--- config.mk ---
export PLATFORM = sky130hd
export DESIGN_NAME = crtc_timing
export DESIGN_NICKNAME = d
export VERILOG_FILES = /design/src/rtl/crtc_pkg.sv /design/src/rtl/crtc_char_clk.sv /design/src/rtl/crtc_axis.sv /design/src/rtl/crtc_regs.sv /design/src/rtl/crtc_sync_out.sv /design/src/rtl/crtc_timing.sv
export SDC_FILE = /design/constraint.sdc
export NUM_CORES = 1
export LEC_CHECK = 0
export ABC_AREA = 1
export CORE_AREA = 2 2 110 218
export CTS_BUF_LIST = sky130_fd_sc_hd__clkbuf_4 sky130_fd_sc_hd__clkbuf_8 sky130_fd_sc_hd__clkbuf_16
export DETAILED_ROUTE_END_ITERATION = 6
export DIE_AREA = 0 0 112 220
export DONT_BUFFER_PORTS = 1
export GPL_TIMING_DRIVEN = 0
export MAX_ROUTING_LAYER = met4
export PLACE_DENSITY = 0.72
export SETUP_SLACK_MARGIN = 0.05
export SLEW_MARGIN = 10
export SYNTH_ARGS = -nofsm -noshare
export SYNTH_HDL_FRONTEND = slang
export SYNTH_SLANG_ARGS = --single-unit
--- constraint.sdc ---
create_clock -name clk -period 2.1 [get_ports clk]
set_input_delay 0.21 -clock clk [delete_from_list [all_inputs] [get_ports clk]]
set_output_delay 0.21 -clock clk [all_outputs]
set_load 0.01 [all_outputs]
--- src/rtl/crtc_pkg.sv ---
package crtc_pkg;

  // register addresses of the write port
  localparam logic [3:0] ADR_HTOTAL  = 4'd0;
  localparam logic [3:0] ADR_HDEND   = 4'd1;
  localparam logic [3:0] ADR_HBSTART = 4'd2;
  localparam logic [3:0] ADR_HBEND   = 4'd3;
  localparam logic [3:0] ADR_HSSTART = 4'd4;
  localparam logic [3:0] ADR_HSEND   = 4'd5;
  localparam logic [3:0] ADR_VTOTAL  = 4'd6;
  localparam logic [3:0] ADR_VDEND   = 4'd7;
  localparam logic [3:0] ADR_VBSTART = 4'd8;
  localparam logic [3:0] ADR_VBEND   = 4'd9;
  localparam logic [3:0] ADR_VSSTART = 4'd10;
  localparam logic [3:0] ADR_VSEND   = 4'd11;
  localparam logic [3:0] ADR_CTRL    = 4'd12;

  // control field; packed so that hsync_neg is bit 0
  typedef struct packed {
    logic screen_off;
    logic vsync_off;
    logic hsync_off;
    logic vsync_neg;
    logic hsync_neg;
  } ctrl_t;

  localparam int unsigned CTRL_W = $bits(ctrl_t);

  // pin level of a sync: forced inactive when off, then polarity applied
  function automatic logic sync_pin(input logic active, input logic off, input logic neg);
    logic gated;
    gated = active & ~off;
    return neg ? ~gated : gated;
  endfunction

endpackage

--- src/rtl/crtc_char_clk.sv ---
module crtc_char_clk #(
  parameter int unsigned PIX_PER_CHAR = 8
) (
  input  logic clk,
  input  logic rst_n,
  output logic char_tick
);

  generate
    if (PIX_PER_CHAR > 1) begin : g_div
      localparam int unsigned PIX_W = $clog2(PIX_PER_CHAR);
      localparam logic [PIX_W-1:0] PIX_LAST = PIX_W'(PIX_PER_CHAR - 1);

      logic [PIX_W-1:0] pix_q;

      always_ff @(posedge clk or negedge rst_n) begin
        if (!rst_n)                pix_q <= '0;
        else if (pix_q == PIX_LAST) pix_q <= '0;
        else                        pix_q <= pix_q + PIX_W'(1);
      end

      assign char_tick = (pix_q == PIX_LAST);

      AST_TICK_SPACED: assert property (@(posedge clk) disable iff (!rst_n)
        char_tick |=> !char_tick) else $error("char tick too dense");
    end else begin : g_pass
      assign char_tick = 1'b1;
    end
  endgenerate

endmodule

--- src/rtl/crtc_axis.sv ---
module crtc_axis #(
  parameter int unsigned REG_W    = 9,
  parameter int unsigned BE_W     = 6,
  parameter int unsigned SE_W     = 5,
  parameter int unsigned WRAP_ADD = 4,
  localparam int unsigned CNT_W   = REG_W + 1
) (
  input  logic             clk,
  input  logic             rst_n,
  input  logic             step,
  input  logic [REG_W-1:0] total,
  input  logic [REG_W-1:0] dend,
  input  logic [REG_W-1:0] bstart,
  input  logic [BE_W-1:0]  bend,
  input  logic [REG_W-1:0] sstart,
  input  logic [SE_W-1:0]  send,
  output logic [CNT_W-1:0] cnt,
  output logic             wrap,
  output logic             disp,
  output logic             blank,
  output logic             sync
);

  // last count value before returning to zero
  function automatic logic [CNT_W-1:0] last_index(input logic [REG_W-1:0] t);
    return CNT_W'(t) + CNT_W'(WRAP_ADD);
  endfunction

  // first count value of the blank pulse
  function automatic logic [CNT_W-1:0] blank_first(input logic [REG_W-1:0] s);
    return CNT_W'(s) + CNT_W'(1);
  endfunction

  logic [CNT_W-1:0] cnt_q, cnt_next;
  logic             at_term;
  logic             blank_q, sync_q;
  logic             blank_set, blank_clr, sync_set, sync_clr;

  assign at_term  = (cnt_q == last_index(total));
  assign wrap     = step & at_term;
  assign cnt_next = at_term ? '0 : cnt_q + CNT_W'(1);

  // blank ends after the matching count; sync ends on the matching count
  assign blank_set = (cnt_next == blank_first(bstart));
  assign blank_clr = (cnt_q[BE_W-1:0] == bend);
  assign sync_set  = (cnt_next == CNT_W'(sstart));
  assign sync_clr  = (cnt_next[SE_W-1:0] == send);

  always_ff @(posedge clk or negedge rst_n) begin
    if (!rst_n) begin
      cnt_q   <= '0;
      blank_q <= 1'b0;
      sync_q  <= 1'b0;
    end else if (step) begin
      cnt_q <= cnt_next;
      if (blank_set)      blank_q <= 1'b1;
      else if (blank_clr) blank_q <= 1'b0;
      if (sync_set)       sync_q  <= 1'b1;
      else if (sync_clr)  sync_q  <= 1'b0;
    end
  end

  assign cnt   = cnt_q;
  assign disp  = (cnt_q <= CNT_W'(dend));
  assign blank = blank_q;
  assign sync  = sync_q;

  AST_WRAP_TO_ZERO: assert property (@(posedge clk) disable iff (!rst_n)
    wrap |=> (cnt_q == '0)) else $error("counter missed wrap");
  AST_STEP_ADVANCE: assert property (@(posedge clk) disable iff (!rst_n)
    (step && !at_term) |=> (cnt_q == $past(cnt_q) + CNT_W'(1))) else $error("counter missed step");
  AST_IDLE_HOLD: assert property (@(posedge clk) disable iff (!rst_n)
    !step |=> $stable(cnt_q)) else $error("counter moved without step");
  AST_BLANK_ON_STEP: assert property (@(posedge clk) disable iff (!rst_n)
    !$stable(blank_q) |-> $past(step)) else $error("blank moved off step");
  AST_SYNC_ON_STEP: assert property (@(posedge clk) disable iff (!rst_n)
    !$stable(sync_q) |-> $past(step)) else $error("sync moved off step");

endmodule

--- src/rtl/crtc_regs.sv ---
module crtc_regs
  import crtc_pkg::*;
#(
  parameter int unsigned HREG_W = 9,
  parameter int unsigned VREG_W = 11,
  parameter int unsigned HBE_W  = 6,
  parameter int unsigned HSE_W  = 5,
  parameter int unsigned VBE_W  = 8,
  parameter int unsigned VSE_W  = 4,
  parameter int unsigned DATA_W = 11
) (
  input  logic              clk,
  input  logic              rst_n,
  input  logic              wr_en,
  input  logic [3:0]        wr_addr,
  input  logic [DATA_W-1:0] wr_data,
  input  logic              frame_end,
  output logic [HREG_W-1:0] h_total,
  output logic [HREG_W-1:0] h_dend,
  output logic [HREG_W-1:0] h_bstart,
  output logic [HBE_W-1:0]  h_bend,
  output logic [HREG_W-1:0] h_sstart,
  output logic [HSE_W-1:0]  h_send,
  output logic [VREG_W-1:0] v_total,
  output logic [VREG_W-1:0] v_dend,
  output logic [VREG_W-1:0] v_bstart,
  output logic [VBE_W-1:0]  v_bend,
  output logic [VREG_W-1:0] v_sstart,
  output logic [VSE_W-1:0]  v_send,
  output ctrl_t             ctrl
);

  typedef struct packed {
    logic [HREG_W-1:0] ht;
    logic [HREG_W-1:0] hde;
    logic [HREG_W-1:0] hbs;
    logic [HBE_W-1:0]  hbe;
    logic [HREG_W-1:0] hss;
    logic [HSE_W-1:0]  hse;
    logic [VREG_W-1:0] vt;
    logic [VREG_W-1:0] vde;
    logic [VREG_W-1:0] vbs;
    logic [VBE_W-1:0]  vbe;
    logic [VREG_W-1:0] vss;
    logic [VSE_W-1:0]  vse;
  } timing_t;

  timing_t shadow_q, work_q;
  ctrl_t   ctrl_q;

  // shadow bank: written any time
  always_ff @(posedge clk or negedge rst_n) begin
    if (!rst_n) begin
      shadow_q <= '0;
    end else if (wr_en) begin
      case (wr_addr)
        ADR_HTOTAL:  shadow_q.ht  <= wr_data[HREG_W-1:0];
        ADR_HDEND:   shadow_q.hde <= wr_data[HREG_W-1:0];
        ADR_HBSTART: shadow_q.hbs <= wr_data[HREG_W-1:0];
        ADR_HBEND:   shadow_q.hbe <= wr_data[HBE_W-1:0];
        ADR_HSSTART: shadow_q.hss <= wr_data[HREG_W-1:0];
        ADR_HSEND:   shadow_q.hse <= wr_data[HSE_W-1:0];
        ADR_VTOTAL:  shadow_q.vt  <= wr_data[VREG_W-1:0];
        ADR_VDEND:   shadow_q.vde <= wr_data[VREG_W-1:0];
        ADR_VBSTART: shadow_q.vbs <= wr_data[VREG_W-1:0];
        ADR_VBEND:   shadow_q.vbe <= wr_data[VBE_W-1:0];
        ADR_VSSTART: shadow_q.vss <= wr_data[VREG_W-1:0];
        ADR_VSEND:   shadow_q.vse <= wr_data[VSE_W-1:0];
        default: ;
      endcase
    end
  end

  // working set: copied only when the frame wraps
  always_ff @(posedge clk or negedge rst_n) begin
    if (!rst_n)         work_q <= '0;
    else if (frame_end) work_q <= shadow_q;
  end

  // control acts at once
  always_ff @(posedge clk or negedge rst_n) begin
    if (!rst_n)                             ctrl_q <= '0;
    else if (wr_en && wr_addr == ADR_CTRL)  ctrl_q <= ctrl_t'(wr_data[CTRL_W-1:0]);
  end

  assign h_total  = work_q.ht;
  assign h_dend   = work_q.hde;
  assign h_bstart = work_q.hbs;
  assign h_bend   = work_q.hbe;
  assign h_sstart = work_q.hss;
  assign h_send   = work_q.hse;
  assign v_total  = work_q.vt;
  assign v_dend   = work_q.vde;
  assign v_bstart = work_q.vbs;
  assign v_bend   = work_q.vbe;
  assign v_sstart = work_q.vss;
  assign v_send   = work_q.vse;
  assign ctrl     = ctrl_q;

  AST_WORK_LOADS_AT_WRAP: assert property (@(posedge clk) disable iff (!rst_n)
    frame_end |=> (work_q == $past(shadow_q))) else $error("working set not loaded");
  AST_WORK_FROZEN_MIDFRAME: assert property (@(posedge clk) disable iff (!rst_n)
    !frame_end |=> $stable(work_q)) else $error("working set changed mid frame");
  AST_SHADOW_ONLY_ON_WRITE: assert property (@(posedge clk) disable iff (!rst_n)
    !wr_en |=> $stable(shadow_q)) else $error("shadow changed without write");

endmodule

--- src/rtl/crtc_sync_out.sv ---
module crtc_sync_out
  import crtc_pkg::*;
(
  input  logic  h_sync_flag,
  input  logic  v_sync_flag,
  input  logic  h_disp,
  input  logic  v_disp,
  input  ctrl_t ctrl,
  output logic  hsync,
  output logic  vsync,
  output logic  disp_en
);

  assign hsync   = sync_pin(h_sync_flag, ctrl.hsync_off, ctrl.hsync_neg);
  assign vsync   = sync_pin(v_sync_flag, ctrl.vsync_off, ctrl.vsync_neg);
  assign disp_en = h_disp & v_disp & ~ctrl.screen_off;

endmodule

--- src/rtl/crtc_timing.sv ---
module crtc_timing
  import crtc_pkg::*;
#(
  parameter int unsigned PIX_PER_CHAR = 8,
  parameter int unsigned HREG_W       = 9,
  parameter int unsigned VREG_W       = 11,
  parameter int unsigned HBE_W        = 6,
  parameter int unsigned HSE_W        = 5,
  parameter int unsigned VBE_W        = 8,
  parameter int unsigned VSE_W        = 4,
  parameter int unsigned H_WRAP_ADD   = 4,
  parameter int unsigned V_WRAP_ADD   = 1,
  localparam int unsigned DATA_W      = (VREG_W > HREG_W) ? VREG_W : HREG_W
) (
  input  logic              clk,
  input  logic              rst_n,
  input  logic              wr_en,
  input  logic [3:0]        wr_addr,
  input  logic [DATA_W-1:0] wr_data,
  output logic              hsync,
  output logic              vsync,
  output logic              hblank,
  output logic              vblank,
  output logic              disp_en,
  output logic [VREG_W-1:0] raster_line
);

  logic              char_tick;
  logic              h_wrap, v_wrap;
  logic [HREG_W-1:0] h_total, h_dend, h_bstart, h_sstart;
  logic [HBE_W-1:0]  h_bend;
  logic [HSE_W-1:0]  h_send;
  logic [VREG_W-1:0] v_total, v_dend, v_bstart, v_sstart;
  logic [VBE_W-1:0]  v_bend;
  logic [VSE_W-1:0]  v_send;
  ctrl_t             ctrl;
  logic [HREG_W:0]   h_cnt;
  logic [VREG_W:0]   v_cnt;
  logic              h_disp, v_disp, h_sync_flag, v_sync_flag;
  logic              unused_cnt_bits;

  crtc_char_clk #(.PIX_PER_CHAR(PIX_PER_CHAR)) u_char (
    .clk       (clk),
    .rst_n     (rst_n),
    .char_tick (char_tick)
  );

  crtc_regs #(
    .HREG_W(HREG_W), .VREG_W(VREG_W), .HBE_W(HBE_W), .HSE_W(HSE_W),
    .VBE_W(VBE_W), .VSE_W(VSE_W), .DATA_W(DATA_W)
  ) u_regs (
    .clk       (clk),
    .rst_n     (rst_n),
    .wr_en     (wr_en),
    .wr_addr   (wr_addr),
    .wr_data   (wr_data),
    .frame_end (v_wrap),
    .h_total   (h_total),
    .h_dend    (h_dend),
    .h_bstart  (h_bstart),
    .h_bend    (h_bend),
    .h_sstart  (h_sstart),
    .h_send    (h_send),
    .v_total   (v_total),
    .v_dend    (v_dend),
    .v_bstart  (v_bstart),
    .v_bend    (v_bend),
    .v_sstart  (v_sstart),
    .v_send    (v_send),
    .ctrl      (ctrl)
  );

  crtc_axis #(.REG_W(HREG_W), .BE_W(HBE_W), .SE_W(HSE_W), .WRAP_ADD(H_WRAP_ADD)) u_haxis (
    .clk    (clk),
    .rst_n  (rst_n),
    .step   (char_tick),
    .total  (h_total),
    .dend   (h_dend),
    .bstart (h_bstart),
    .bend   (h_bend),
    .sstart (h_sstart),
    .send   (h_send),
    .cnt    (h_cnt),
    .wrap   (h_wrap),
    .disp   (h_disp),
    .blank  (hblank),
    .sync   (h_sync_flag)
  );

  crtc_axis #(.REG_W(VREG_W), .BE_W(VBE_W), .SE_W(VSE_W), .WRAP_ADD(V_WRAP_ADD)) u_vaxis (
    .clk    (clk),
    .rst_n  (rst_n),
    .step   (h_wrap),
    .total  (v_total),
    .dend   (v_dend),
    .bstart (v_bstart),
    .bend   (v_bend),
    .sstart (v_sstart),
    .send   (v_send),
    .cnt    (v_cnt),
    .wrap   (v_wrap),
    .disp   (v_disp),
    .blank  (vblank),
    .sync   (v_sync_flag)
  );

  crtc_sync_out u_out (
    .h_sync_flag (h_sync_flag),
    .v_sync_flag (v_sync_flag),
    .h_disp      (h_disp),
    .v_disp      (v_disp),
    .ctrl        (ctrl),
    .hsync       (hsync),
    .vsync       (vsync),
    .disp_en     (disp_en)
  );

  assign raster_line     = v_cnt[VREG_W-1:0];
  assign unused_cnt_bits = v_cnt[VREG_W] ^ (|h_cnt);

  AST_LINE_MOVES_AT_HWRAP: assert property (@(posedge clk) disable iff (!rst_n)
    !$stable(raster_line) |-> $past(h_wrap)) else $error("line moved mid line");
  AST_HWRAP_ON_TICK: assert property (@(posedge clk) disable iff (!rst_n)
    h_wrap |-> char_tick) else $error("line wrap off character tick");

endmodule

==> qor.yml, run 1 <==
dpl.hpwl_um: 28080
cp.arrival_ns: 2.34
place.gp.congestion: 1.002
grt_pass1_vias: 12041
ys.flop_type: "dfrtp_1"
vias: 11999
routed_via_density: 5.870
power.leakage_nw: 8.210
grt-ovfl-total: 0
synth_compound_area_share_pct: 7.950
cap_violations: 0
yosysTopAreaCell: "dfrtp_1"
cp-end-kind: "output pin"
antenna_found_initial: 0
async_reset_ff_share_pct: 100.0
tightestPinTransition_ns: 1.026
cp_max_fo: 2
synth_cell_types: 34
multiInputGateArea_um2: 6668
violations: "negative hold slack, negative setup slack"
rsz0062_at_grt: "yes"
finalSetupViolCount: 120
crit_family: "compound AO/OA/AOI/OAI gates"
max_freq_mhz: 392.0
diodes: 0
post-route-period-util_pct: 121.5
cpPeakStageDelay_ns: 0.42
yosysSeqAreaShare_pct: 48.18
start_util_pct: 53.89
port_buffers: 0
fp.dieW_um: 112
clk_pin_slew_worst_paths_ns: 0.07
clock_skew_ns: 0.01659
syn-cell-area_um2: 12460
synth_area_leaders: "dfrtp_1 (48%), nand2_1 (17%), o21ai_0 (6.5%)"
syn_nets: 1660
seq_area_um2: 6031
hp-class: "input pin to asynchronous set/reset pin"
synth_top_family_by_area: "simple AND/OR/NAND/NOR gates"
clock_path_buffers: 3
clk-insertion-delay-late_ns: 0.55
synth_top_cell_area_share_pct: 48.18
slew_viol_final: 0
max-slew-margin-rel_pct: 31.57
dieHeight_um: 220
status: "complete, but fails checks"
whs_ns: -0.6266
dieArea_um2: 24640
yosysWarnings: 0
fp-row-count: 79
area_delta_synth_final_pct: 34.55
grt.total_usage_pct: 36.94
tritoncts: "done"
fin_nets: 1792
design.core.area_um2: 23130
avgSynthCellArea_um2: 7.723
post_drt_wl_per_cell_um: 22.51
ioPinCount: 34
fin_total_pwr_mw: 10.35
holdBufCountCts: 15
synthXorXnorAreaFrac_pct: 3.443
cts_sinks: 240
drt-initial-drc-count: 1110
synth-edff-count: 0
drtPass1Iterations: 6
cp_data_required_time_ns: 1.89
path_buf_inv: 1
setup_slack_ns: -0.4513
synth_cells: 1614
path_class: "flop to output pin"
routed_wirelength_um: 46010
final.min_clock_period_ns: 2.551
cts_max_level: 1
synthAdderAreaFrac_pct: 2.811
startpoint_type: "flop"
crit_top_cell: "a21oi_2"
drc_errors: 0
hold_viol_final: 240
crit_chain: "buf_4 > ha_4 > a21oi_2 > nor2_1 > a211oi_2 > o21ai_1 > a21oi_2 > a21oi_4 > a211oi_4"
p_per_area_nw_per_um2: 617.4
vdd_drop_max_uv: 836.3
grt_pass1_wl_um: 66570
critPathSlowestCell: "dfrtp_2"
post-route-util_pct: 72.51
synth-simple-area-share_pct: 29.15
root_buffer: "clkbuf_16"
drive_above_1_share_pct: 27.20
ant_nets: 0
grt_max_degree: 241
synthMuxAreaShare_pct: 0
nFillCells: 1690
layout_commonest_cell: "nand2_1"
cts_inserted_buffers: 22
mostFrequentLayoutCells: "nand2_1 (411), dfrtp_1 (220), inv_1 (151), nand3_1 (131), o21ai_0 (126)"
synth_seq_cells: 240
[final timing paths]
kind / start / to / slack, ns / cells past startpoint
setup / recovery: u_vaxis.cnt[1]$_DFFE_PN0P_ / disp_en / -0.45 / 9
hold / removal: rst_n / u_regs.shadow_q[87]$_DFFE_PN0P_ / -0.63 / 0
setup reg to reg: u_vaxis.cnt[8]$_DFFE_PN0P_ / u_regs.h_bstart[5]$_DFFE_PN0P_ / -0.45 / 12
hold reg to reg: u_char.g_div.pix_q[0]$_DFF_PN0_ / u_char.g_div.pix_q[0]$_DFF_PN0_ / 0.44 / 1
max in group asynchronous: rst_n / u_vaxis.cnt[9]$_DFFE_PN0P_ / 2.11 / 0
min in group clk: wr_data[9] / u_regs.shadow_q[32]$_DFFE_PN0P_ / 0.02 / 2
[metal layers]
layer  wire length [µm]  vias to the layer above  global-route usage, %
li1                   -                     5408                      -
met1              13890                     5714                  32.53
met2              24020                      574                  65.68
met3               2431                      303                  5.006
met4               5671                        0                  36.14
met5                  0                        -                      -
[synthesized netlist by cell type, types with 2 or more instances]
library cell  number
or2_2              2
xnor2_1           19
o21a_1             3
nor3b_1            2
ha_1              28
nor3_1             9
o21ai_0          163
nand2_1          574
clkbuf_1          32
a21boi_0           2
dfrtp_1          240
nand3b_1          27
nor4_1             3
nor2_2             2
nor2_1            69
a211oi_1           3
buf_6              8
a21oi_1           15
buf_2             24
nand3_1          158
nand4_1           14
buf_4             15
xor2_1            30
inv_1            162
[area by class of cell]
class                           instances  share of cell area, %
Multi-Input combinational cell       1132                  39.76
Sequential cell                       240                  35.96
Timing Repair Buffer                  110                  8.975
Buffer                                 77                  4.805
Inverter                              163                  3.760
Clock buffer                           28                  3.700
Tap cell                              283                  2.111
Clock inverter                         11                 0.9326
[registers in the layout (all words and copies together) (netlist names), 3 cells and up]
signal	flops
u_regs.ctrl	5
u_regs.h_send	5
u_regs.h_dend	9
u_char.g_div.pix_q	3
u_regs.v_sstart	11
u_regs.h_total	9
u_regs.h_sstart	9
u_regs.shadow_q	103
u_regs.h_bend	6
u_regs.v_send	4
u_regs.h_bstart	9
u_regs.v_bend	8
u_regs.v_bstart	11
u_regs.v_total	11
u_vaxis.cnt	12
u_regs.v_dend	11
u_haxis.cnt	10
[per-stage QoR]
step	TNS (ns)	cell area, µm²	cells	setup slack (ns)
after CTS	-34.14	15910	2024	-0.4301
after global routing	-51.36	16770	2044	-0.5116
after global placement	-97.78	12870	1897	-0.8930
final	-39.09	16770	2044	-0.4513
after detailed placement	-96.15	12880	1898	-0.8854
after floorplan	-4.395	12510	1614	-0.05684
[report_power, final]
group	leakage (nW)	internal [mW]	switching, mW	total (mW)
clock network	0.375	2.49	1.95	4.44
logic	4.69	0.213	0.364	0.577
registers	3.14	5.06	0.281	5.34
total	8.21	7.76	2.60	10.4
[logic make-up after synthesis]
group | count (synthesis)
and+or+nand+nor | 864
buffers and inverters | 242
DFF | 240
AOI/OAI and AO/OA | 191
xor gates and xnor gates | 49
adders and majority gates | 28
[what timing repair did]
item                       CTS  global route
setup buffers               51            19
pin swaps                   55            57
hold endpoints to repair   269           240
gates resized for setup    349           174
setup endpoints to repair  130           128
cloned                      23             4
Power figures use the tool's default switching activity.
==> run 2: changes to the inputs <==
Settings changed: CELL_PAD_IN_SITES_DETAIL_PLACEMENT set to 1, CELL_PAD_IN_SITES_GLOBAL_PLACEMENT set to 1, CORE_AREA 2 2 110 218 to 2 2 124 246, DIE_AREA 0 0 112 220 to 0 0 126 248, PLACE_DENSITY 0.72 to not set, PLACE_DENSITY_LB_ADDON set to 0.1.
==> qor.yml, run 2 (same netlist as run 1, synthesis figures left out) <==
status: "complete, but fails checks"
violations: "negative hold slack, negative setup slack"
area_delta_synth_final_pct: 37.16
dieArea_um2: 31250
dieHeight_um: 248
dpl.hpwl_um: 32330
clk-insertion-delay-late_ns: 0.55
post-place-ws_ns: -0.9642
sw_frac_of_total_pct: 25.57
setup_slack_ns: -0.4648
drt-initial-drc-count: 535
ant_nets: 0
finalSetupViolCount: 120
grt_pass1_vias: 13009
final.min_clock_period_ns: 2.565
largest_reg_flops: 103
cts_sinks: 240
rr_startpoint: "u_vaxis.cnt[5]$_DFFE_PN0P_"
routed_wirelength_um: 51120
tritoncts: "done"
top_register: "u_regs.shadow_q"
crit_top_cell: "nand2_1"
startpoint_type: "flop"
grt_pass1_wl_um: 74000
power.leakage_nw: 8.164
drtPass1Iterations: 4
root_buffer: "clkbuf_16"
fp-row-count: 89
cp_data_required_time_ns: 2.58
p_per_area_nw_per_um2: 612.5
critPathSlowestCell: "dfrtp_1"
holdBufCountCts: 17
antenna_found_initial: 0
pwr-share-comb_pct: 5.7
routed_via_density: 5.581
grt-ovfl-total: 0
layout_commonest_cell: "nand2_1"
post_drt_wl_per_cell_um: 24.02
startpoint: "u_vaxis.cnt[5]$_DFFE_PN0P_"
power.switching_mw: 2.678
power_frac_seq_pct: 51.4
start_util_pct: 42.40
fp.dieW_um: 126
fin_nets: 1793
max-slew-margin-rel_pct: 38.07
hold_viol_final: 240
cp.arrival_ns: 3.04
crit_family: "simple AND/OR/NAND/NOR gates"
diodes: 0
vias: 11877
cts_inserted_buffers: 24
setup_tns_ns: -36.34
tightestPinTransition_ns: 0.9289
fin_total_pwr_mw: 10.47
design.core.area_um2: 29400
cp-end-kind: "flop"
whs_ns: -0.6320
p_clk_share_pct: 42.9
slew_viol_final: 0
ioPinCount: 34
drc_errors: 0
cp_max_fo: 10
p_int_mw: 7.794
grt.total_usage_pct: 32.35
mostFrequentLayoutCells: "nand2_1 (417), dfrtp_1 (220), inv_1 (148), o21ai_0 (123), nand2_2 (111)"
clock_skew_ns: 0.01856
drive_above_1_share_pct: 29.82
cts_max_level: 1
hp-class: "input pin to asynchronous set/reset pin"
grt_max_degree: 241
port_buffers: 0
path_buf_inv: 2
clock_path_buffers: 3
path_class: "flop to flop"
post-route-util_pct: 58.15
crit_chain: "clkbuf_4 > xnor2_1 > nand2_1 > nand2_2 > nor2_1 > nand2_1 > nor2_2 > nand2_4 > buf_8 > nand2_2 > nand2_1 > nand2_1 > nor2_2 > nand2_1 > nor2_2 > nand2_2 > nand2_1"
cpPeakStageDelay_ns: 0.43
vdd_drop_max_uv: 750.7
rsz0062_at_grt: "yes"
cap_violations: 0
post-route-period-util_pct: 122.1
place.gp.congestion: 0.9320
max_freq_mhz: 389.9
clk_pin_slew_worst_paths_ns: 0.07
-- run 2: cell types whose count changed in the layout (fill, tap and decap cells not counted), sizes merged --
cell,previous run,this run
dlygate4sd3,15,17
clkinvlp,4,2
clkinv,4,7
bufinv,3,1
buf,132,134
-- run 2: final cells by class --
| type | count | area, µm² |
|---|---|---|
| buffer | 75 | 817.0 |
| clock buffer | 33 | 716.9 |
| clock inverter | 10 | 85.08 |
| fill | 3432 | 12300 |
| inverter | 163 | 623.1 |
| multi-input combinational | 1132 | 6884 |
| sequential | 240 | 6031 |
| tap | 364 | 455.4 |
| timing repair buffer | 111 | 1484 |
-- run 2: stage by stage --
stage	std cells	cell area, µm²
floorplan	1614	12510
global placement	1978	12970
detailed placement	1979	12980
CTS	2114	15940
global route	2128	17100
finish	2128	17100
-- run 2: routing by layer --
metal | wire, µm | vias up | global-route usage [%]
li1 | - | 5412 | -
met1 | 15460 | 5890 | 27.62
met2 | 28730 | 329 | 62.35
met3 | 1330 | 246 | 3.169
met4 | 5607 | 0 | 25.69
met5 | 0 | - | -
-- run 2: worst paths after layout --
check	end	slack (ns)	depth (start not counted)
setup / recovery	u_vaxis.blank$_DFFE_PN0P_	-0.46	17
hold / removal	u_regs.h_total[4]$_DFFE_PN0P_	-0.63	0
setup reg to reg	u_vaxis.blank$_DFFE_PN0P_	-0.46	17
hold reg to reg	u_char.g_div.pix_q[0]$_DFF_PN0_	0.43	1
max in group asynchronous	u_vaxis.cnt[9]$_DFFE_PN0P_	1.95	0
min in group clk	u_regs.shadow_q[40]$_DFFE_PN0P_	0.03	3
-- run 2: power groups by stage --
stage,clock network (mW),logic (mW),registers [mW]
global route,4.72,0.685,5.41
CTS,4.52,0.557,5.31
finish,4.49,0.600,5.38
floorplan,0,0.379,5.30
detailed placement,0,0.516,5.38
global placement,0,0.479,5.36
-- run 2: timing repair --
action,4_1_cts,5_1_grt
gates cloned,22,7
resized for setup,293,282
pin swaps,64,137
setup endpoints to repair,130,130
endpoints found under the hold margin,267,240
setup buffers,55,15
